**src/rtl/cspi_pkg.sv**
```systemverilog
package cspi_pkg;

    localparam int CMD_W = 8;

    typedef enum logic [2:0] {
        ST_CMD      = 3'd0,
        ST_WR       = 3'd1,
        ST_RD       = 3'd2,
        ST_CRD_WAIT = 3'd3,
        ST_CRD_XFER = 3'd4
    } cspi_state_e;

    localparam logic [2:0] A_STAT = 3'd0;
    localparam logic [2:0] A_MODE = 3'd1;
    localparam logic [2:0] A_DATA = 3'd3;
    localparam logic [2:0] A_GPIO = 3'd5;

    localparam logic [CMD_W-1:0] EXIT_CMD = 8'h58;

endpackage

```
**src/rtl/cspi_sync.sv**
```systemverilog
module cspi_sync #(
    parameter int STAGES = 2
) (
    input  logic clk,
    input  logic rst_n,
    input  logic sclk,
    input  logic cs_n,
    input  logic din,
    output logic cs_n_s,
    output logic din_s,
    output logic sclk_rise,
    output logic sclk_fall
);
    localparam int W = 3;
    localparam logic [W-1:0] RST_V = 3'b110;

    logic [W-1:0] raw;
    logic [W-1:0] last;
    logic         sclk_d;

    assign raw = {sclk, cs_n, din};

    genvar g;
    generate
        for (g = 0; g < STAGES; g++) begin : g_stage
            logic [W-1:0] q;
            if (g == 0) begin : g_first
                always_ff @(posedge clk or negedge rst_n) begin
                    if (!rst_n) q <= RST_V;
                    else        q <= raw;
                end
            end else begin : g_next
                always_ff @(posedge clk or negedge rst_n) begin
                    if (!rst_n) q <= RST_V;
                    else        q <= g_stage[g-1].q;
                end
            end
        end
    endgenerate

    assign last = g_stage[STAGES-1].q;

    always_ff @(posedge clk or negedge rst_n) begin
        if (!rst_n) sclk_d <= 1'b1;
        else        sclk_d <= last[2];
    end

    assign cs_n_s    = last[1];
    assign din_s     = last[0];
    assign sclk_rise = last[2] & ~sclk_d;
    assign sclk_fall = ~last[2] & sclk_d;

endmodule

```
**src/rtl/cspi_regs.sv**
```systemverilog
module cspi_regs
    import cspi_pkg::*;
#(
    parameter int DATA_W = 24,
    parameter int REG_W  = 8,
    parameter int GPO_N  = 4
) (
    input  logic              clk,
    input  logic              rst_n,
    input  logic              wr_en,
    input  logic [2:0]        wr_addr,
    input  logic [REG_W-1:0]  wr_data,
    input  logic [2:0]        rd_addr,
    input  logic              busy,
    input  logic              consume,
    input  logic              res_valid,
    input  logic [DATA_W-1:0] res_data,
    output logic [DATA_W-1:0] rd_value,
    output logic              rdy_n,
    output logic [GPO_N-1:0]  gpo,
    output logic [REG_W-1:0]  mode_q
);
    localparam int PAD = DATA_W - REG_W;

    logic [REG_W-1:0]  gpio_q;
    logic [DATA_W-1:0] data_q;
    logic [DATA_W-1:0] pend_d;
    logic              pend_v;
    logic              load;
    logic [DATA_W-1:0] load_val;

    assign load     = !busy && (res_valid || pend_v);
    assign load_val = res_valid ? res_data : pend_d;

    always_ff @(posedge clk or negedge rst_n) begin
        if (!rst_n) begin
            mode_q <= '0;
            gpio_q <= '0;
        end else if (wr_en) begin
            if (wr_addr == A_MODE) mode_q <= wr_data;
            if (wr_addr == A_GPIO) gpio_q <= wr_data;
        end
    end

    always_ff @(posedge clk or negedge rst_n) begin
        if (!rst_n) begin
            data_q <= '0;
            pend_d <= '0;
            pend_v <= 1'b0;
            rdy_n  <= 1'b1;
        end else begin
            if (consume) rdy_n <= 1'b1;
            if (load) begin
                data_q <= load_val;
                pend_v <= 1'b0;
                rdy_n  <= 1'b0;
            end else if (busy && res_valid) begin
                pend_d <= res_data;
                pend_v <= 1'b1;
            end
        end
    end

    always_comb begin
        unique case (rd_addr)
            A_STAT:  rd_value = {{PAD{1'b0}}, rdy_n, {(REG_W-1){1'b0}}};
            A_MODE:  rd_value = {{PAD{1'b0}}, mode_q};
            A_DATA:  rd_value = data_q;
            A_GPIO:  rd_value = {{PAD{1'b0}}, gpio_q};
            default: rd_value = '0;
        endcase
    end

    assign gpo = gpio_q[GPO_N-1:0];

    // data word must not change under a shift that started earlier
    assert_holdoff_R6: assert property (@(posedge clk) disable iff (!rst_n)
        (busy && $past(busy)) |-> $stable(data_q));

    // ready only asserts after a result was presented
    assert_rdy_source_R2: assert property (@(posedge clk) disable iff (!rst_n)
        $fell(rdy_n) |-> $past(res_valid || pend_v));

    // outputs move only on a GPIO write
    assert_gpo_hold_R5: assert property (@(posedge clk) disable iff (!rst_n)
        !(wr_en && wr_addr == A_GPIO) |=> $stable(gpo));

endmodule

```
**src/rtl/cspi_fsm.sv**
```systemverilog
module cspi_fsm
    import cspi_pkg::*;
#(
    parameter int DATA_W = 24,
    parameter int REG_W  = 8
) (
    input  logic              clk,
    input  logic              rst_n,
    input  logic              cs_n_s,
    input  logic              din_s,
    input  logic              sclk_rise,
    input  logic              sclk_fall,
    input  logic [DATA_W-1:0] rd_value,
    input  logic              rdy_n,
    output logic [2:0]        rd_addr,
    output logic              wr_en,
    output logic [2:0]        wr_addr,
    output logic [REG_W-1:0]  wr_data,
    output logic              busy,
    output logic              consume,
    output logic              pin
);
    localparam int CNT_W = $clog2(DATA_W);
    localparam logic [CNT_W-1:0] LAST_CMD  = CNT_W'(CMD_W - 1);
    localparam logic [CNT_W-1:0] LAST_REG  = CNT_W'(REG_W - 1);
    localparam logic [CNT_W-1:0] LAST_WORD = CNT_W'(DATA_W - 1);
    localparam int ALIGN = DATA_W - REG_W;

    cspi_state_e st, st_n;

    logic [CNT_W-1:0]  cnt;
    logic [CMD_W-1:0]  cmd_sh;
    logic [CMD_W-1:0]  cmd_next;
    logic [2:0]        addr_q;
    logic [DATA_W-1:0] sh;
    logic              dout_q;
    logic              exit_pend;
    logic [CNT_W-1:0]  last_bit;
    logic [CNT_W-1:0]  limit;
    logic              cmd_done;

    assign cmd_next = {cmd_sh[CMD_W-2:0], din_s};
    assign last_bit = (addr_q == A_DATA) ? LAST_WORD : LAST_REG;
    assign cmd_done = sclk_rise && (cnt == LAST_CMD);

    always_comb begin
        unique case (st)
            ST_RD:       limit = last_bit;
            ST_CRD_XFER: limit = LAST_WORD;
            default:     limit = LAST_CMD;
        endcase
    end

    // next-state logic
    always_comb begin
        st_n = st;
        unique case (st)
            ST_CMD: begin
                if (cmd_done && !cmd_next[7]) begin
                    if (!cmd_next[6])                                st_n = ST_WR;
                    else if (cmd_next[2] && cmd_next[5:3] == A_DATA) st_n = ST_CRD_WAIT;
                    else                                             st_n = ST_RD;
                end
            end
            ST_WR: if (cmd_done) st_n = ST_CMD;
            ST_RD: if (sclk_rise && cnt == last_bit) st_n = ST_CMD;
            ST_CRD_WAIT: begin
                if (sclk_fall && !rdy_n && cnt == '0)      st_n = ST_CRD_XFER;
                else if (cmd_done && cmd_next == EXIT_CMD) st_n = ST_CMD;
            end
            ST_CRD_XFER: begin
                if (sclk_rise && cnt == LAST_WORD)
                    st_n = exit_pend ? ST_CMD : ST_CRD_WAIT;
            end
            default: st_n = ST_CMD;
        endcase
        if (cs_n_s) begin
            st_n = (st == ST_CRD_WAIT || st == ST_CRD_XFER) ? ST_CRD_WAIT : ST_CMD;
        end
    end

    // state register
    always_ff @(posedge clk or negedge rst_n) begin
        if (!rst_n) st <= ST_CMD;
        else        st <= st_n;
    end

    // datapath registers
    always_ff @(posedge clk or negedge rst_n) begin
        if (!rst_n) begin
            cnt       <= '0;
            cmd_sh    <= '0;
            addr_q    <= A_STAT;
            sh        <= '0;
            dout_q    <= 1'b1;
            exit_pend <= 1'b0;
        end else if (cs_n_s) begin
            cnt       <= '0;
            cmd_sh    <= '0;
            exit_pend <= 1'b0;
        end else begin
            if (sclk_rise) begin
                cnt    <= (cnt == limit) ? '0 : cnt + 1'b1;
                cmd_sh <= cmd_next;
                if (st == ST_CMD && cmd_done && !cmd_next[7]) addr_q <= cmd_next[5:3];
                if (st == ST_CMD && st_n == ST_RD) begin
                    sh <= (cmd_next[5:3] == A_DATA) ? rd_value : (rd_value << ALIGN);
                end
                if (st == ST_CRD_XFER && cnt == LAST_CMD && cmd_next == EXIT_CMD) exit_pend <= 1'b1;
                if (st == ST_CRD_XFER && cnt == LAST_WORD) exit_pend <= 1'b0;
            end
            if (sclk_fall) begin
                if (st == ST_RD || st == ST_CRD_XFER) begin
                    dout_q <= sh[DATA_W-1];
                    sh     <= sh << 1;
                end else if (st == ST_CRD_WAIT && st_n == ST_CRD_XFER) begin
                    dout_q <= rd_value[DATA_W-1];
                    sh     <= rd_value << 1;
                end
            end
        end
    end

    // outputs
    always_comb begin
        rd_addr = (st == ST_CRD_WAIT || st == ST_CRD_XFER) ? A_DATA : cmd_next[5:3];
        wr_en   = (st == ST_WR) && cmd_done && !cs_n_s;
        wr_addr = addr_q;
        wr_data = cmd_next[REG_W-1:0];
        busy    = (st == ST_RD && addr_q == A_DATA) || (st == ST_CRD_XFER);
        consume = !cs_n_s && sclk_rise &&
                  ((st == ST_RD && addr_q == A_DATA && cnt == LAST_WORD) ||
                   (st == ST_CRD_XFER && cnt == LAST_WORD));
        if (cs_n_s)                                pin = 1'b1;
        else if (st == ST_RD || st == ST_CRD_XFER) pin = dout_q;
        else                                       pin = rdy_n;
    end

    // chip-select release drops any transfer
    assert_cs_abort_R7: assert property (@(posedge clk) disable iff (!rst_n)
        cs_n_s |=> (st == ST_CMD || st == ST_CRD_WAIT));

    // bit counter never exceeds a data word
    assert_cnt_bound_R3: assert property (@(posedge clk) disable iff (!rst_n)
        cnt <= LAST_WORD);

    // a word is consumed once per end of transfer
    assert_consume_once_R9: assert property (@(posedge clk) disable iff (!rst_n)
        consume |=> !consume);

    // continuous-read shift only begins when a result is ready
    assert_xfer_ready_R8: assert property (@(posedge clk) disable iff (!rst_n)
        (st == ST_CRD_WAIT && st_n == ST_CRD_XFER) |-> !rdy_n);

endmodule

```
**src/rtl/conv_serial_port.sv**
```systemverilog
module conv_serial_port #(
    parameter int DATA_W      = 24,
    parameter int REG_W       = 8,
    parameter int GPO_N       = 4,
    parameter int SYNC_STAGES = 2
) (
    input  logic              clk,
    input  logic              rst_n,
    input  logic              sclk,
    input  logic              cs_n,
    input  logic              din,
    output logic              dout_rdy,
    input  logic              res_valid,
    input  logic [DATA_W-1:0] res_data,
    output logic [GPO_N-1:0]  gpo,
    output logic [REG_W-1:0]  mode_cfg
);
    logic              cs_n_s, din_s, sclk_rise, sclk_fall;
    logic [2:0]        rd_addr, wr_addr;
    logic              wr_en, busy, consume, rdy_n;
    logic [REG_W-1:0]  wr_data;
    logic [DATA_W-1:0] rd_value;

    cspi_sync #(.STAGES(SYNC_STAGES)) u_sync (
        .clk(clk), .rst_n(rst_n), .sclk(sclk), .cs_n(cs_n), .din(din),
        .cs_n_s(cs_n_s), .din_s(din_s), .sclk_rise(sclk_rise), .sclk_fall(sclk_fall)
    );

    cspi_fsm #(.DATA_W(DATA_W), .REG_W(REG_W)) u_fsm (
        .clk(clk), .rst_n(rst_n), .cs_n_s(cs_n_s), .din_s(din_s),
        .sclk_rise(sclk_rise), .sclk_fall(sclk_fall), .rd_value(rd_value),
        .rdy_n(rdy_n), .rd_addr(rd_addr), .wr_en(wr_en), .wr_addr(wr_addr),
        .wr_data(wr_data), .busy(busy), .consume(consume), .pin(dout_rdy)
    );

    cspi_regs #(.DATA_W(DATA_W), .REG_W(REG_W), .GPO_N(GPO_N)) u_regs (
        .clk(clk), .rst_n(rst_n), .wr_en(wr_en), .wr_addr(wr_addr),
        .wr_data(wr_data), .rd_addr(rd_addr), .busy(busy), .consume(consume),
        .res_valid(res_valid), .res_data(res_data), .rd_value(rd_value),
        .rdy_n(rdy_n), .gpo(gpo), .mode_q(mode_cfg)
    );

endmodule

```
**config.mk**
```make
export PLATFORM = sky130hd
export DESIGN_NAME = conv_serial_port
export DESIGN_NICKNAME = d
export VERILOG_FILES = /design/src/rtl/cspi_pkg.sv /design/src/rtl/cspi_sync.sv /design/src/rtl/cspi_regs.sv /design/src/rtl/cspi_fsm.sv /design/src/rtl/conv_serial_port.sv
export SDC_FILE = /design/constraint.sdc
export NUM_CORES = 1
export LEC_CHECK = 0
export CORE_MARGIN = 1.5
export CORE_UTILIZATION = 24
export CTS_BUF_LIST = sky130_fd_sc_hd__clkbuf_8
export CTS_CLUSTER_SIZE = 14
export DETAILED_ROUTE_END_ITERATION = 16
export HOLD_SLACK_MARGIN = 0.06
export PLACE_DENSITY = 0.48
export SLEW_MARGIN = 20
export SYNTH_ARGS = -nofsm -noshare
export SYNTH_HDL_FRONTEND = slang
export SYNTH_SLANG_ARGS = --single-unit
```
**constraint.sdc**
```tcl
create_clock -name clk -period 3.1 [get_ports clk]
set_clock_uncertainty 0.1 [all_clocks]
set_input_delay 0.775 -clock clk [delete_from_list [all_inputs] [get_ports clk]]
set_output_delay 0.775 -clock clk [all_outputs]
set_load 0.01 [all_outputs]
```
; Word level (Yosys, flattened, before mapping)
; Index checks and enable logic that the tools add are counted.
; W data, S select, Z words.
[totals]
reg_bits = 117
elab_cells = 127
in_bits = 30
out_inout_bits = 13
[classes]
bitwise = 6
n_mux = 40
eq_ne = 18
n_reduce_logical = 46
addsub = 1
[ops]
columns = operator, n
row1 = $mux W24, 7
row2 = $pmux W24 S4, 1
row3 = $mux W3, 8
row4 = $logic_and A1 B1 Y1, 23
row5 = $mux W5, 4
row6 = $eq A3 B2 Y1 const B, 6
row7 = $pmux W3 S5, 1
row8 = $mux W7, 2
row9 = $mux W1, 13
row10 = $eq A3 B3 Y1 const B, 4
row11 = $eq A5 B5 Y1, 2
row12 = $pmux W5 S2, 1
row13 = $eq A3 B1 Y1 const B, 3
row14 = $eq A8 B7 Y1 const B, 1
row15 = $reduce_and A2 Y1, 4
row16 = $reduce_bool A2 Y1, 4
row17 = $logic_not A3 Y1, 2
row18 = $mux W2, 3
row19 = $reduce_and A3 Y1, 2
row20 = $add A5 B1 Y5 const B, 1
row21 = $eq A5 B3 Y1 const B, 1
row22 = $eq A5 B5 Y1 const B, 1
row23 = $logic_not A5 Y1, 1
row24 = $logic_or A1 B1 Y1, 5
row25 = other kinds (4), 11

; Depth between registers and ports, before layout
[depth]
depth_word = 15
mapped_depth = 9

; Modules after synthesis
; From an unflattened synthesis, not the netlist that was laid out.
[unflattened]
hier_cells = 555
area_unflattened_um2 = 6008.3
[by_module_without_submodules]
columns = module, seq_area_each_um2, cells_each, area_each_um2, n_inst
row1 = cspi_regs, 1652.8, 254, 3114.2, 1
row2 = cspi_fsm, 1102.3, 292, 2697.6, 1
row3 = cspi_sync, 181.4, 9, 196.4, 1

; Least setup slack after synthesis
; OpenSTA, ideal clock, no wires.
[synth_timing]
kind = register to register
from = register u_fsm.st[1]
to = register u_fsm.sh[8]
path_slack_ps = 730
setup_ps = 134
synth_period_minus_slack_ps = 2370
t_arrival_ps = 2136
stages_incl_launch_ff = 8
path_cell_list = dfrtp_1 -> buf_6 -> or3b_4 -> or4_4 -> a221oi_2 -> buf_6 -> mux2i_1 -> o211ai_2
[synth_via]
elab_chain_len = 11
word_cells_on_any_way = 32
classes_between = 9 x eq/ne / 17 x mux / 6 x reduce/logical
[synth_lines]
columns = element, line_no
row1 = from (decl), cspi_fsm.sv:29  ; cspi_state_e st, st_n;
row2 = from (signal assigned), cspi_fsm.sv:85  ; else st <= st_n;
row3 = "$eq A3 B2 Y1, or another cell as far along", --
row4 = $logic_or A1 B1 Y1 / $mux W3 (equally long branches), "cspi_fsm.sv:78, cspi_fsm.sv:126, cspi_fsm.sv:68"
row5 = "$mux W3, or another cell as far along", cspi_fsm.sv:126  ; rd_addr = (st == ST_CRD_WAIT || st == ST_CRD_XFER) ? A_DATA : cmd_next[5:3];
row6 = "$eq A3 B3 Y1, or another cell as far along", cspi_regs.sv:65  ; unique case (rd_addr)
row7 = $pmux W24 S4 / $eq A3 B2 Y1 (equally long branches), "cspi_regs.sv:65, cspi_fsm.sv:106"
row8 = $mux W24 / $logic_and A1 B1 Y1 (equally long branches), "cspi_fsm.sv:107, cspi_fsm.sv:106"
row9 = $mux W24, cspi_fsm.sv:106  ; if (st == ST_CMD && st_n == ST_RD) begin
row10 = $mux W24, cspi_fsm.sv:102  ; if (sclk_rise) begin
row11 = $mux W24, cspi_fsm.sv:116  ; end else if (st == ST_CRD_WAIT && st_n == ST_CRD_XFER) begin
row12 = $mux W24, cspi_fsm.sv:113  ; if (st == ST_RD || st == ST_CRD_XFER) begin
row13 = $mux W24 *, cspi_fsm.sv:112  ; if (sclk_fall) begin
row14 = to (signal assigned), cspi_fsm.sv:107  ; sh <= (cmd_next[5:3] == A_DATA) ? rd_value : (rd_value << ALIGN);
row15 = to (signal assigned), cspi_fsm.sv:115  ; sh <= sh << 1;
row16 = to (signal assigned), cspi_fsm.sv:118  ; sh <= rd_value << 1;
row17 = to (decl), cspi_fsm.sv:35  ; logic [DATA_W-1:0] sh;
; Mark *: on every way between the ends. The rest lies on a longest branch, timed or not.
; A chain may end at the register's enable or synchronous reset.

; Worst setup path after layout
[layout_timing]
from = register u_fsm.st[2]
to = output port dout_rdy
[layout_via]
elab_chain_len = 4
word_cells_on_any_way = 5
classes_between = 2 x eq/ne / 2 x mux / 1 x reduce/logical
[layout_lines]
columns = element, line_no
row1 = $eq A3 B2 Y1 / $eq A3 B3 Y1 (equally long branches), cspi_fsm.sv:135  ; else if (st == ST_RD || st == ST_CRD_XFER) pin = dout_q;
row2 = $logic_or A1 B1 Y1 *, cspi_fsm.sv:135
row3 = $mux W1 *, cspi_fsm.sv:135
row4 = $mux W1 *, cspi_fsm.sv:134  ; if (cs_n_s) pin = 1'b1;
row5 = to (decl), conv_serial_port.sv:12  ; output logic dout_rdy,
; Marked as above.

==> metrics.cfg <==
[cells_and_area]
final_cell_mix=sky130_fd_sc_hd__dfrtp_1, sky130_fd_sc_hd__nand2_1, sky130_fd_sc_hd__mux2_2
mostFrequentLayoutCell=sky130_fd_sc_hd__dfrtp_1
num_antenna_cells=0
nNetsFinal=627
layout-area-overhead-vs-synth_pct=22.0
n_fill_cell=2533
layout-drive-gt1-share_pct=21.7
finalNonFillerCells=932

[clock_network]
number_of_sinks_handled_by_clock_tree_synthesis=117
cts_htree_levels=4
cts_tree=done
clk_path_buf_depth=2
worst_setup_hold_path_clk_slew_ns=0.07
clock_tree.root_cell=sky130_fd_sc_hd__clkbuf_8
number_of_buffers_created_by_cts=17
clkLatencyLatePin_ns=0.44

[die]
die_area_mm2=0.0256
starting_density_pct=24.4
floorplan.core_area_mm2=0.0242
floorplan.die.height_um=160
floorplan.die.width_um=160
placement_rows=57
io-pin-count=43

[setup_path]
cpPeakStageDelay_ns=0.51
worst_r2r_path_depth=7
cp_data_required_time_ns=2.22
path_max_fanout=14
critPathBufInv=1
critical_path.endpoint_type=output port
arrival_ns=2.11
timing.critical_path.from_type=register
worst_path_max_delay_cell=sky130_fd_sc_hd__clkdlybuf4s50_1
r2r_end=u_fsm.sh[8]$_DFFE_PN0N_
crit_chain=xnor2_1 -> or2_2 -> nand2_1 -> nand3_1 -> clkdlybuf4s50_1
ff2ff_setup_slack_ns=0.46
path_delay_family=simple AND/OR/NAND/NOR gates
critPathKind=register to output port
crit-reg2reg-launch=u_fsm.cnt[0]$_DFFE_PN0P_

[synthesis]
post_synth_and_or_nand_nor_area_fraction_pct=14.8
postSynthAreaPerCell_um2=10.7
post_synth_xor_area_fraction_pct=0.296
ffs_latches_synth=117
post_synth_fa_ha_maj_area_fraction_pct=0.423
synth_area_in_compound_gates_pct=15.8
netlist_area_mm2=0.00592
synth_fp_nets=583
number_of_enable_flip_flop_cells_after_synthesis=0
synth_top_flop_cell=sky130_fd_sc_hd__dfrtp_1
synth.mux.area_fraction_pct=15.0
synth_top_family_by_area=compound AO/OA/AOI/OAI gates
async_flop_share_pct=100
fraction_of_the_yosys_area_taken_by_sequential_cells_pct=49.6
yosys_warnings=0
synth.distinct_cells=61
syn_inst=551

[sta]
finalSetupViolations=0
timing.final.crit_period_ns=2.99
slew-limit-headroom_pct=50.4
min_period_over_period_pct=96.3
worst_hold_slack_ns=0.252
final-hold-violation-count=0
max_freq_mhz=335
fin_setup_tns_ns=0
max_slew.worst_pin.slew_ns=0.743
rsz_0062_raised_after_global_routing=no
final-max-slew-violation-count=0

[placement]
gp_congestion=0.856
io_buffers=42
dp_cells=899
dpl.hpwl_um=10400

[status]
status=finished, final reports clean

[route]
detail-route-antenna-nets=0
wl_per_cell_um=16.0
drt_pass1_iterations=5
detail_route.drc_violations=0
drt-initial-drc-count=273
route.final.wire_length_um=14900
vias_per_cell=4.86
detailroute.via_count=4534

[global_route]
global_router_s_overall_resource_usage_pct=12.1
grt_overflow=0
grt_max_degree=50
wire_length_of_the_first_global_routing_pass_um=24400
first_global_vias=4596
antenna_found_initial=0

[hold_path]
hold_path.startpoint=u_sync.g_stage[0].q[0]$_DFF_PN0_
min-delay-path-class=register to register
whs_path_depth=0
worst_hold_path.endpoint=u_sync.g_stage[1].q[0]$_DFF_PN0_

[pwr]
vdd_drop_max_mv=0.245
power.static_leakage_nw=3.10
power.density_cell_area_mw_per_mm2=537

[flow_run]
timing.max_cap.violations=0

## final cells by class
| cell class | instances | area (µm²) | area share (%) |
|---|---|---|---|
| inverters | 5 | 18.8 | 0.260 |
| clock buffers | 17 | 234 | 3.24 |
| clock inverters | 15 | 254 | 3.52 |
| well taps | 324 | 405 | 5.61 |
| flip-flops and latches | 117 | 2940 | 40.7 |
| repair buffers | 68 | 628 | 8.69 |
| multi-input cells | 386 | 2750 | 38.0 |
## what timing repair did
item                       CTS  global route
buffers inserted             0             0
setup endpoints to repair    0             1
hold endpoints to repair    11             0
hold buffers                 1             0
resized for setup            0             1
## per-stage QoR
| step | cell area [µm²] | total power [mW] | setup slack [ns] | utilization (%) |
|---|---|---|---|---|
| after global placement | 6730 | 2.17 | 0.458 | 27.7 |
| after floorplan | 5920 | 2.00 | 0.730 | - |
| after detailed placement | 6730 | 2.19 | 0.394 | 27.7 |
| final | 7220 | 3.88 | 0.115 | 29.8 |
| after CTS | 7220 | 3.93 | 0.0188 | 29.8 |
| after global routing | 7220 | 4.07 | 0.00707 | 29.8 |
## cell usage after synthesis (5+ instances only)
library cell	n	share of area (%)
sky130_fd_sc_hd__a221oi_1	6	0.89
sky130_fd_sc_hd__buf_1	5	0.32
sky130_fd_sc_hd__o22ai_1	7	0.74
sky130_fd_sc_hd__dfstp_2	7	3.1
sky130_fd_sc_hd__nor2_1	14	0.89
sky130_fd_sc_hd__mux2i_1	39	6.6
sky130_fd_sc_hd__nor3_1	6	0.51
sky130_fd_sc_hd__clkbuf_1	27	1.7
sky130_fd_sc_hd__nand2b_1	5	0.53
sky130_fd_sc_hd__mux2_2	44	8.4
sky130_fd_sc_hd__inv_1	5	0.32
sky130_fd_sc_hd__a22oi_1	16	2.0
sky130_fd_sc_hd__nand2_1	60	3.8
sky130_fd_sc_hd__o221ai_2	7	1.8
sky130_fd_sc_hd__dfrtp_1	110	46
sky130_fd_sc_hd__o211ai_2	7	1.5
sky130_fd_sc_hd__a21oi_1	15	1.3
sky130_fd_sc_hd__a21o_1	7	0.89
sky130_fd_sc_hd__o21ai_0	35	3.0
sky130_fd_sc_hd__o21ai_1	7	0.59
sky130_fd_sc_hd__nor4_1	10	1.1
sky130_fd_sc_hd__nand3_1	34	2.9
sky130_fd_sc_hd__and2_1	14	1.5
## per-layer routing
layer  share of wire, %  vias up  track usage [%]  wire, µm
met5                  0        -                0         0
met4                1.8        0             5.01       267
met3                3.5       23             2.73       516
met2                 50       98             20.6      7420
met1                 45     2285             14.7      6690
li1                   -     2128                -         -
## power breakdown
group	leakage (nW)	internal, mW	switching (mW)	total [mW]
Combinational	1.30	0.185	0.224	0.409
Sequential	1.57	1.66	0.0909	1.75
Clock	0.229	1.04	0.677	1.72
## registers in the layout (all words and copies together), names as in the netlist, 3 cells and up
| signal | count |
|---|---|
| u_regs.mode_q | 8 |
| u_fsm.wr_addr | 3 |
| u_sync.g_stage.q | 6 |
| u_fsm.st | 3 |
| u_regs.data_q | 24 |
| u_fsm.cmd_sh | 7 |
| u_regs.gpio_q | 8 |
| u_fsm.sh | 24 |
| u_fsm.cnt | 5 |
| u_regs.pend_d | 24 |
## worst max path at each step
stage | from | endpoint | slack, ns | cells past startpoint
after global placement | u_fsm.st[2]$_DFF_PN0_ | u_fsm.sh[8]$_DFFE_PN0N_ | 0.46 | 6
after floorplan | u_fsm.st[1]$_DFF_PN0_ | u_fsm.sh[8]$_DFFE_PN0N_ | 0.73 | 7
after detailed placement | u_fsm.st[2]$_DFF_PN0_ | u_fsm.sh[8]$_DFFE_PN0N_ | 0.39 | 6
after CTS | u_fsm.st[2]$_DFF_PN0_ | dout_rdy | 0.02 | 5
after global routing | u_fsm.st[2]$_DFF_PN0_ | dout_rdy | 0.007 | 5
final | u_fsm.st[2]$_DFF_PN0_ | dout_rdy | 0.11 | 5
## cells by family (layout without fill, tap and decap cells)
group | count (synthesis) | after routing
multiplexers | 83 | 83
AND/OR/NAND/NOR | 169 | 169
AO/OA/AOI/OAI | 130 | 130
adder cells (fa/ha/maj) | 2 | 2
XOR/XNOR | 2 | 2
flip-flops | 117 | 117
buffers and inverters | 48 | 105
Note: power is estimated with default switching activity, not from simulation.
